## src/rtl/zq_cal_pkg.sv

```systemverilog
package zq_cal_pkg;
    localparam int REG_W   = 32;
    localparam int ADDR_W  = 2;
    localparam int DIV_W   = 8;
    localparam int DATA_W  = 20;
    localparam int DATA_LO = 8;
    localparam int DIV_LSB = 20;
    localparam int BIT_CAL = 31;
    localparam int BIT_SEL = 28;
    localparam int BIT_FLG = 31;

    localparam logic [ADDR_W-1:0] A_CTRL = 2'd0;
    localparam logic [ADDR_W-1:0] A_STAT = 2'd1;
    localparam logic [ADDR_W-1:0] A_AUX  = 2'd2;
    localparam logic [ADDR_W-1:0] A_IO   = 2'd3;

    localparam logic [REG_W-1:0] AUX_WORD = (32'd1 << 24) | (32'd1 << 1);

    typedef enum logic [3:0] {
        ST_IDLE, ST_PRE_POLL, ST_AUX_WR, ST_CLR1_RD, ST_CLR1_WR,
        ST_LOAD_WR, ST_CAL_WR, ST_CAL_POLL, ST_CLR2_RD, ST_CLR2_WR, ST_IO_WR
    } seq_state_e;
endpackage

```

## src/rtl/zq_cal_field_split.sv

```systemverilog
module zq_cal_field_split
    import zq_cal_pkg::*;
(
    input  logic [REG_W-1:0] imp_word,
    output logic             use_data,
    output logic [REG_W-1:0] load_word,
    output logic [REG_W-1:0] cal_word
);
    logic [DIV_W-1:0]  div_f;
    logic [DATA_W-1:0] data_f;

    always_comb begin
        div_f     = imp_word[DIV_W-1:0];
        data_f    = imp_word[DATA_LO +: DATA_W];
        use_data  = |data_f;
        load_word = '0;
        load_word[BIT_SEL]      = 1'b1;
        load_word[DATA_W-1:0]   = data_f;
        cal_word  = '0;
        cal_word[BIT_CAL]              = 1'b1;
        cal_word[DIV_LSB +: DIV_W]     = div_f;
    end
endmodule

```

## src/rtl/zq_cal_poll_timer.sv

```systemverilog
module zq_cal_poll_timer #(
    parameter int TMO_W = 16
) (
    input  logic             clk,
    input  logic             rst_n,
    input  logic             run,
    input  logic [TMO_W-1:0] limit,
    output logic             expired
);
    logic [TMO_W-1:0] cnt_d, cnt_q;

    always_comb begin
        cnt_d = '0;
        if (run) cnt_d = (cnt_q == '1) ? cnt_q : cnt_q + 1'b1;
    end

    always_ff @(posedge clk or negedge rst_n) begin
        if (!rst_n) cnt_q <= '0;
        else        cnt_q <= cnt_d;
    end

    assign expired = run && (cnt_q >= limit);
endmodule

```

## src/rtl/zq_cal_seq.sv

```systemverilog
module zq_cal_seq
    import zq_cal_pkg::*;
#(
    parameter int TMO_W = 16
) (
    input  logic              clk,
    input  logic              rst_n,
    input  logic              start,
    input  logic [31:0]       imp_param,
    input  logic [1:0]        odt_en,
    input  logic              aux_variant,
    input  logic              pre_wait,
    input  logic [TMO_W-1:0]  poll_limit,
    output logic              reg_req,
    output logic              reg_we,
    output logic [1:0]        reg_addr,
    output logic [31:0]       reg_wdata,
    input  logic              reg_ack,
    input  logic [31:0]       reg_rdata,
    output logic              busy,
    output logic              done,
    output logic              err
);
    typedef struct packed {
        seq_state_e       state;
        logic [REG_W-1:0] imp;
        logic [1:0]       odt;
        logic             aux;
        logic [REG_W-1:0] rmw;
        logic             done;
        logic             err;
    } seq_regs_t;

    seq_regs_t d, q;

    logic             use_data;
    logic [REG_W-1:0] load_word, cal_word;
    logic             polling, expired, flag_seen;

    zq_cal_field_split u_split (
        .imp_word (q.imp),
        .use_data (use_data),
        .load_word(load_word),
        .cal_word (cal_word)
    );

    assign polling = (q.state == ST_PRE_POLL) || (q.state == ST_CAL_POLL);

    zq_cal_poll_timer #(.TMO_W(TMO_W)) u_timer (
        .clk    (clk),
        .rst_n  (rst_n),
        .run    (polling),
        .limit  (poll_limit),
        .expired(expired)
    );

    assign flag_seen = reg_ack && reg_rdata[BIT_FLG];

    function automatic seq_state_e after_pre(logic [1:0] o, logic a);
        if (o == 2'b00) return ST_IDLE;
        if (a)          return ST_AUX_WR;
        return ST_CLR1_RD;
    endfunction

    always_comb begin
        d      = q;
        d.done = 1'b0;
        d.err  = 1'b0;
        unique case (q.state)
            ST_IDLE: if (start) begin
                d.imp = imp_param;
                d.odt = odt_en;
                d.aux = aux_variant;
                if (pre_wait) begin
                    d.state = ST_PRE_POLL;
                end else begin
                    d.state = after_pre(odt_en, aux_variant);
                    d.done  = (odt_en == 2'b00);
                end
            end
            ST_PRE_POLL: begin
                if (flag_seen) begin
                    d.state = after_pre(q.odt, q.aux);
                    d.done  = (q.odt == 2'b00);
                end else if (expired) begin
                    d.state = ST_IDLE;
                    d.err   = 1'b1;
                end
            end
            ST_AUX_WR:  if (reg_ack) d.state = ST_CLR1_RD;
            ST_CLR1_RD: if (reg_ack) begin
                d.rmw   = reg_rdata;
                d.state = ST_CLR1_WR;
            end
            ST_CLR1_WR: if (reg_ack) d.state = use_data ? ST_LOAD_WR : ST_CAL_WR;
            ST_LOAD_WR: if (reg_ack) d.state = ST_CLR2_RD;
            ST_CAL_WR:  if (reg_ack) d.state = ST_CAL_POLL;
            ST_CAL_POLL: begin
                if (flag_seen) begin
                    d.state = ST_CLR2_RD;
                end else if (expired) begin
                    d.state = ST_IDLE;
                    d.err   = 1'b1;
                end
            end
            ST_CLR2_RD: if (reg_ack) begin
                d.rmw   = reg_rdata;
                d.state = ST_CLR2_WR;
            end
            ST_CLR2_WR: if (reg_ack) d.state = ST_IO_WR;
            ST_IO_WR: if (reg_ack) begin
                d.state = ST_IDLE;
                d.done  = 1'b1;
            end
            default: d.state = ST_IDLE;
        endcase
    end

    always_ff @(posedge clk or negedge rst_n) begin
        if (!rst_n) begin
            q.state <= ST_IDLE;
            q.imp   <= '0;
            q.odt   <= '0;
            q.aux   <= 1'b0;
            q.rmw   <= '0;
            q.done  <= 1'b0;
            q.err   <= 1'b0;
        end else begin
            q <= d;
        end
    end

    always_comb begin
        reg_req   = (q.state != ST_IDLE);
        reg_we    = 1'b0;
        reg_addr  = A_CTRL;
        reg_wdata = '0;
        unique case (q.state)
            ST_PRE_POLL, ST_CAL_POLL: reg_addr = A_STAT;
            ST_AUX_WR: begin
                reg_we    = 1'b1;
                reg_addr  = A_AUX;
                reg_wdata = AUX_WORD;
            end
            ST_CLR1_WR, ST_CLR2_WR: begin
                reg_we    = 1'b1;
                reg_wdata = q.rmw & ~(32'd1 << BIT_CAL);
            end
            ST_LOAD_WR: begin
                reg_we    = 1'b1;
                reg_wdata = load_word;
            end
            ST_CAL_WR: begin
                reg_we    = 1'b1;
                reg_wdata = cal_word;
            end
            ST_IO_WR: begin
                reg_we    = 1'b1;
                reg_addr  = A_IO;
                reg_wdata = {q.odt, 28'd0, q.odt};
            end
            default: ;
        endcase
    end

    assign busy = (q.state != ST_IDLE);
    assign done = q.done;
    assign err  = q.err;
endmodule

```

## config.mk

```make
export PLATFORM = sky130hd
export DESIGN_NAME = zq_cal_seq
export DESIGN_NICKNAME = d
export VERILOG_FILES = /design/src/rtl/zq_cal_pkg.sv /design/src/rtl/zq_cal_field_split.sv /design/src/rtl/zq_cal_poll_timer.sv /design/src/rtl/zq_cal_seq.sv
export SDC_FILE = /design/constraint.sdc
export NUM_CORES = 1
export LEC_CHECK = 0
export ABC_AREA = 1
export BUFFER_PORTS_ARGS = -buffer_cell sky130_fd_sc_hd__buf_2
export CORE_ASPECT_RATIO = 0.8
export CORE_MARGIN = 2
export CORE_UTILIZATION = 60
export DETAILED_ROUTE_END_ITERATION = 6
export PLACE_DENSITY = 0.93
export RECOVER_POWER = 100
export SLEW_MARGIN = 25
export SYNTH_ARGS = -nofsm -noshare
export SYNTH_HDL_FRONTEND = slang
export SYNTH_HIERARCHICAL = 1
export SYNTH_SLANG_ARGS = --single-unit
```

## constraint.sdc

```tcl
create_clock -name clk -period 3.4 [get_ports clk]
set_input_delay 0 -clock clk [delete_from_list [all_inputs] [get_ports clk]]
set_output_delay 0 -clock clk [all_outputs]
set_load 0.02 [all_outputs]
```

* Yosys cells after proc, flatten, opt, wreduce, memory -nomap -nowiden *
Cells that the tools add are included.

cells by class
  add/subtract/negate cells = 1
  order comparisons = 1
  equal/unequal tests = 21
  multiplexer cells = 52
  reductions and logical operators = 15

operators by type and width
  kind                                                  count
  one-hot mux 32 bit (5 select lines)                   1
  2-to-1 mux 4 bit                                      20
  one-hot mux 4 bit (11 select lines)                   1
  2-to-1 mux 39 bit                                     1
  2-to-1 mux 16 bit                                     2
  2-to-1 mux 1 bit                                      24
  inequality test 2 bit (second input constant)         10
  OR reduction 20 bit                                   1
  adder 16 x 1 -> 16 bit (second input constant)        1
  equality test 16 bit (second input constant)          1
  equality test 4 x 3 -> 1 bit (second input constant)  4
  greater-or-equal comparator 16 bit                    1
  equality test 4 bit (second input constant)           3
  AND reduction 9 bit                                   1
  equality test 4 x 2 -> 1 bit (second input constant)  2
  one-hot mux 2 bit (3 select lines)                    1
  OR reduction 2 bit                                    3
  OR reduction 6 bit                                    1
  equality test 4 x 1 -> 1 bit (second input constant)  1
  logical NOT 2 bit                                     2
  logical NOT 4 bit                                     1
  AND reduction 2 bit                                   2
  nonzero test 4 bit                                    1
  one-hot mux 1 bit (3 select lines)                    1
  3 further kinds                                       4

word-level totals
  bits in registers = 88
  output and inout bits = 39
  logic and storage cells = 98

* Logic depth before layout (Yosys ltp) *
Gate-level depths: netlist (run 1).

  depth after elaboration = 14
  depth in mapped cells = 20

* Cells and area by module *
Netlist (run 1), hierarchy kept.

by module, submodules not included
  module              times used  cells each  area an instance (um2)
  zq_cal_seq          1           450         3759.9
  zq_cal_poll_timer   1           189         1360.1
  zq_cal_field_split  1           84          559.3

* Worst setup path before layout (run 1) *
Ideal clock, no wire load.

  kind = register -> register
  start = register q[71] (netlist name)
  end = register q[70] (netlist name)
  setup time = 116 ps
  arrival time = 1823 ps
  data required time = 3284 ps
  path slack = 1460 ps
  stages on the path, launching flop included = 18
  clock period less this slack = 1940 ps
  path through = dfrtp_1 -> nor2_1 -> nand2_1 -> inv_1 -> nor2_1 -> inv_1 -> clkbuf_1 -> inv_1 -> a21oi_1 -> inv_1 -> nand2_1 -> nand2_1 -> nand2_1 -> nor2_1 -> nor2_1 -> nand2_1 -> nand2_1 -> nand2_1

on the way
  longest elaborated chain between the ends = 6
  elaborated cells on any way between the ends = 27
  classes of those cells = eq/ne: 19; mux: 4; reduce/logical: 4

ends and longest elaborated chain
  element                                                                              line                     RTL
  from (decl)                                                                          zq_cal_seq.sv:34         seq_regs_t d, q;
  equality test 4 x 1 -> 1 bit / equality test 4 x 3 -> 1 bit (equally long branches)  zq_cal_seq.sv:47         assign polling = (q.state == ST_PRE_POLL) || (q.state == ST_CAL_POLL);
  logical OR 1 bit *                                                                   zq_cal_seq.sv:47
  named net polling                                                                    zq_cal_seq.sv:38         logic polling, expired, flag_seen;
  logical AND 1 bit *                                                                  zq_cal_poll_timer.sv:22  assign expired = run && (cnt_q >= limit);
  named net expired                                                                    zq_cal_seq.sv:38
  2-to-1 mux 4 bit *                                                                   -
  2-to-1 mux 4 bit (on tied branches)                                                  -
  one-hot mux 4 bit (11 select lines) *                                                zq_cal_seq.sv:69         unique case (q.state)

The timed path passes the listed nets; every way through them passes the cells marked *.
A chain may end at the register's enable or synchronous reset.

* Worst setup path in the final report (run 1) *
  start = register q[72] (netlist name)
  end = output port reg_wdata[22]

on the way
  longest elaborated chain between the ends = 3
  elaborated cells on any way between the ends = 8
  classes of those cells = eq/ne: 6; mux: 1; reduce/logical: 1

ends and longest elaborated chain
  element                                                                     line               RTL
  equality test 4 x 3 -> 1 bit / equality test 4 bit (equally long branches)  zq_cal_seq.sv:138  unique case (q.state)
  OR reduction 2 bit                                                          -
  one-hot mux 32 bit (5 select lines) *                                       zq_cal_seq.sv:138
  to (decl)                                                                   zq_cal_seq.sv:17   output logic [31:0] reg_wdata,

Mark *: on every way between the ends. The rest lies on a longest branch, timed or not.

==> results of run 1 <==
## area by class of cell
type	instances	area, um^2
clock inverter	7	81.3
sequential	84	2100
timing repair buffer	192	1250
clock buffer	9	225
inverter	62	233
multi-input combinational	508	2580
tap	115	144
fill	698	2390
## power breakdown
part | total, mW | internal (mW) | switching, mW
Sequential | 1.68 | 1.40 | 0.286
Clock | 0.998 | 0.582 | 0.416
Combinational | 1.72 | 0.604 | 1.12
## through the flow
stage	cells	hold slack, ps	area, um^2	utilization (%)
finish	977	64.9	6610	73.5
global placement	898	110	5850	65.0
floorplan	741	-296	5660	-
global route	977	72.1	6610	73.5
CTS	977	49.3	6790	75.4
detailed placement	898	114	5850	65.0
## routing by layer
metal	GRT usage, %	share of wire, %
met1	36.2	40
met2	52.3	50
met3	7.22	6.5
met4	12.8	3.4
met5	0	0
## worst min-delay path, stage by stage
cell and delay (ps):
sky130_fd_sc_hd__buf_2 90, sky130_fd_sc_hd__nor2_1 60, sky130_fd_sc_hd__inv_1 70, sky130_fd_sc_hd__nand3_1 80, sky130_fd_sc_hd__nand2_1 60
## registers in the layout (all words and copies together) (netlist names)
signal and cells:
u_timer/cnt_q 16, err 1, q 66, done 1
## what timing repair did
action	in CTS	in global routing
resized for setup	0	0
setup buffers	0	0
hold buffers	63	0
endpoints found under the hold margin	121	0
## path summary, 6_finish.rpt
kind                                    endpoint  slack [ps]  depth (start not counted)
worst min register to register             q[37]         480                          2
max in group asynchronous       u_timer/cnt_q[2]        1730                          3
min in group asynchronous                  q[15]         560                          2
worst min-delay path                       q[71]          60                          5
worst max register to register             q[70]        1040                         17
worst max-delay path               reg_wdata[22]         530                          7
==> flow_summary.json, run 1 <==
{
  "final-max-slew-violation-count": 0,
  "synth_cells": 707,
  "drc_errors": 0,
  "critical_path.top_delay_family": "simple AND/OR/NAND/NOR gates",
  "antenna_violations_before_repair": 0,
  "layout.nets": 962,
  "clock_tree.htree_level_count": 3,
  "clock_insertion_delay_worst_skew_ps": 330,
  "wl_um": 14500,
  "cp_max_fo": 17,
  "status": "finished clean",
  "r2r_start": "q[71]",
  "maxCapViolations": 0,
  "layout_commonest_cell": "sky130_fd_sc_hd__nand2_1",
  "gp_routability_congestion": 0.945,
  "clockRootBuffer": "sky130_fd_sc_hd__clkbuf_16",
  "syn_area_mm2": 0.00553,
  "worst-endpoint-required_ps": 3400,
  "fin_worst_skew_ps": 7.74,
  "initial_core_util_pct": 61.5,
  "cts_tree": "yes",
  "finalSetupViolCount": 0,
  "post-place-ws_ps": 1100,
  "crit_path_max_delay_cell_type": "sky130_fd_sc_hd__nor2_1",
  "slew_headroom_pct": 2.25,
  "proportion_of_layout_cells_with_a_drive_suffix_above_1_pct": 14.8,
  "routed-via-count": 5127,
  "die_h_um": 89.9,
  "path_clk_slew_ps": 60,
  "critPathMaxStageDelay_ps": 1100,
  "yosys_warnings": 6,
  "fin_total_pwr_mw": 4.40,
  "dieWidth_um": 111,
  "worstPathBufferInverterCount": 3,
  "n_antenna_cell": 0,
  "track_usage_pct": 30.2,
  "layout_worst_path_cycle_share_pct": 84.4,
  "drt-wirelength-per-cell_um": 14.9,
  "detail_route.iter0.violations": 307,
  "fp.dieArea_mm2": 0.0100,
  "holdCritPathClass": "input port to flop",
  "cts_num_sinks": 84,
  "fin_ws_ps": 532,
  "tightest_slew_ps": 1470,
  "grt_start_max_net_pins": 61,
  "std_cell_rows": 31,
  "timing_worst_setup_path_type": "flop to primary output",
  "worst_setup_path_startpoint": "q[72]",
  "hold_viol_final": 0,
  "layout.cells.most_common_list": "sky130_fd_sc_hd__nand2_1, sky130_fd_sc_hd__buf_2, sky130_fd_sc_hd__dfrtp_1, sky130_fd_sc_hd__dlygate4sd3_1, sky130_fd_sc_hd__inv_1",
  "rsz0062_at_grt": "false",
  "antenna_left": 0,
  "syn-mean-instance-area_um2": 7.83,
  "cts-buffers-inserted": 9,
  "max_freq_ghz": 0.349,
  "syn2layout_area_growth_pct": 19.5,
  "grt_pass1_wl_um": 24300,
  "worst_hold_startpoint": "start",
  "setup_total_negative_slack_ps": 0,
  "powerDensity_mw_per_mm2": 666,
  "vias_in_the_first_global_route": 5186,
  "start_kind": "flop",
  "post-route-min-period_ps": 2870,
  "power.ir.vdd_worst_v": 0.000441,
  "post_drt_via_cell_ratio": 5.25,
  "cpMostUsedCell": "sky130_fd_sc_hd__nand2_1",
  "worstPathCellList": "inv_1, nand2_1, nor2_1, buf_4, nand2_1, nand3_1, clkbuf_1",
  "placeableCoreArea_mm2": 0.00900,
  "ioPinCount": 127,
  "grt_overflow": 0,
  "port_buffers": 122,
  "dp.final_hpwl_um": 9060,
  "critPathArrivalTime_ps": 2870,
  "drtPass1Iterations": 5,
  "cellLeakagePower_nw": 3.64,
  "setup.worst_path.end_class": "primary output",
  "buffer_depth_of_the_longest_clock_path": 2
}
Note: power is estimated with default switching activity, not from simulation.
==> run 2: changes to the inputs <==
CORE_UTILIZATION = 50   (was 60)
PLACE_DENSITY = 0.84   (was 0.93)
clock period = 2.4 ns   (was 3.4 ns; I/O delays follow)
==> flow_summary.json, run 2 (synthesized netlist as in run 1, its figures left out) <==
{
  "maxCapViolations": 0,
  "setup.worst_path.end_class": "primary output",
  "detail_route.iter0.violations": 319,
  "placedInstanceArea_mm2": 0.00594,
  "grt_start_max_net_pins": 48,
  "syn2layout_area_growth_pct": 21.1,
  "n_antenna_cell": 0,
  "power.ir.vdd_worst_v": 0.000521,
  "holdCritPathClass": "input port to flop",
  "grt_overflow": 0,
  "post-place-ws_ps": 287,
  "timing_worst_setup_path_type": "flop to primary output",
  "clockRootBuffer": "sky130_fd_sc_hd__clkbuf_16",
  "path_clk_slew_ps": 60,
  "std_cell_rows": 34,
  "power.share.combinational_pct": 39.5,
  "clock_tree.htree_level_count": 3,
  "initial_core_util_pct": 51.0,
  "crit_path_max_delay_cell_type": "sky130_fd_sc_hd__dfrtp_1",
  "cpMostUsedCell": "sky130_fd_sc_hd__nand2_1",
  "tightest_slew_ps": 1050,
  "cts_tree": "yes",
  "hold_viol_final": 0,
  "largest_register_ffs": 66,
  "timing.hold.worst_path_depth": 5,
  "critPathMaxStageDelay_ps": 410,
  "layout_worst_path_cycle_share_pct": 92.2,
  "sequentialPowerShare_pct": 38.2,
  "post-cts-setup-buffers": 0,
  "r2r_start": "q[71]",
  "critPathArrivalTime_ps": 2210,
  "track_usage_pct": 23.9,
  "antenna_violations_before_repair": 0,
  "min_to": "q[71]",
  "gp_routability_congestion": 0.940,
  "r2r_setup_slack_ps": 230,
  "cellLeakagePower_nw": 3.69,
  "clock_insertion_delay_worst_skew_ps": 340,
  "powerDensity_mw_per_mm2": 923,
  "status": "finished clean",
  "fin_worst_skew_ps": 4.51,
  "dieWidth_um": 122,
  "finalSetupViolCount": 0,
  "portion_of_total_power_attributed_to_the_clock_network_pct": 22.2,
  "dp.final_hpwl_um": 9170,
  "post-route-min-period_ps": 2210,
  "max_freq_ghz": 0.452,
  "wl_um": 13500,
  "fin_ws_ps": 188,
  "drc_errors": 0,
  "start_kind": "flop",
  "slew_headroom_pct": 30.3,
  "worst-endpoint-required_ps": 2400,
  "p_sw_mw": 2.50,
  "reg_top3": "q x66, u_timer/cnt_q x16",
  "worst_hold_startpoint": "start",
  "worst_r2r_endpoint": "q[29]",
  "proportion_of_layout_cells_with_a_drive_suffix_above_1_pct": 17.4,
  "placeableCoreArea_mm2": 0.0108,
  "largest_register_by_flop_count": "q",
  "drtPass1Iterations": 5,
  "buffer_depth_of_the_longest_clock_path": 2,
  "holdWs_ps": 40.3,
  "final-max-slew-violation-count": 0,
  "rsz0062_at_grt": "false",
  "layout.nets": 964,
  "antenna_left": 0,
  "routed-via-count": 4841,
  "setup_total_negative_slack_ps": 0,
  "port_buffers": 122,
  "cts_num_sinks": 84,
  "p_sw_share_pct": 40.3,
  "cp_max_fo": 23,
  "worstPathCellList": "inv_1, nand2_1, buf_4, inv_1, nand2_1, nand2_1, buf_12, a22oi_1, nand2_1, clkbuf_1",
  "layout_commonest_cell": "sky130_fd_sc_hd__nand2_1",
  "vias_in_the_first_global_route": 4747,
  "ioPinCount": 127,
  "internal-power_mw": 3.69,
  "fp.dieArea_mm2": 0.0119,
  "cts-buffers-inserted": 9,
  "ff_to_ff_path_depth": 6,
  "drt-wirelength-per-cell_um": 13.4,
  "layout.cells.most_common_list": "sky130_fd_sc_hd__nand2_1, sky130_fd_sc_hd__buf_2, sky130_fd_sc_hd__dfrtp_1, sky130_fd_sc_hd__dlygate4sd3_1, sky130_fd_sc_hd__inv_1",
  "die_h_um": 98.1,
  "final_cell_area_mm2": 0.00670,
  "grt_pass1_wl_um": 22500,
  "post_drt_via_cell_ratio": 4.80
}
==> run 2: worst max-delay path by stage <==
| stage | start | to |
|---|---|---|
| final | q[72] | reg_wdata[17] |
| after global routing | q[72] | reg_wdata[19] |
| after CTS | q[72] | reg_wdata[1] |
| after detailed placement | u_timer/cnt_q[1] | q[70] |
| after global placement | u_timer/cnt_q[1] | q[70] |
| after floorplan | q[71] | q[70] |
==> run 2: metal layers <==
metal,wire [um],part of all wire (%),vias to the layer above,global-route usage [%]
li1,-,-,2444,-
met5,0,0,-,0
met2,6170,46,169,37.5
met1,6140,46,2197,32.8
met3,815,6.1,31,4.67
met4,337,2.5,0,9.20
==> run 2: area by class of cell <==
type | instances | area [um^2]
fillers | 967 | 4140
well taps | 144 | 180
clock buffers | 11 | 233
multi-input cells | 508 | 2590
flip-flops and latches | 84 | 2100
clock inverters | 5 | 61.3
inverters | 62 | 233
repair buffers | 194 | 1310
==> run 2: repair_timing <==
action,in CTS,in global routing
gates resized for setup,0,1
hold buffers,63,0
endpoints found under the hold margin,99,0
setup endpoints to repair,0,1
==> run 2: worst max-delay path, delay by kind of cell, from the launching register on <==
family | cells | cell delay [ps]
buf+inv | 5 | 820
simple gates | 4 | 560
flops | 1 | 410
compound gates | 1 | 80
==> run 2: per-stage QoR <==
step	utilization, %	total power, mW	std cells
after global placement	54.7	4.96	929
after floorplan	-	4.60	741
final	61.8	6.19	1008
after detailed placement	54.7	5.02	929
after CTS	63.3	6.50	1008
after global routing	61.8	6.66	1008
==> run 2: power by group through the flow <==
stage               registers [mW]  logic (mW)  clock network, mW
floorplan                     2.26        2.34                  0
global placement              2.37        2.59                  0
detailed placement            2.39        2.63                  0
CTS                           2.36        2.73               1.41
global route                  2.43        2.77               1.46
finish                        2.37        2.44               1.38
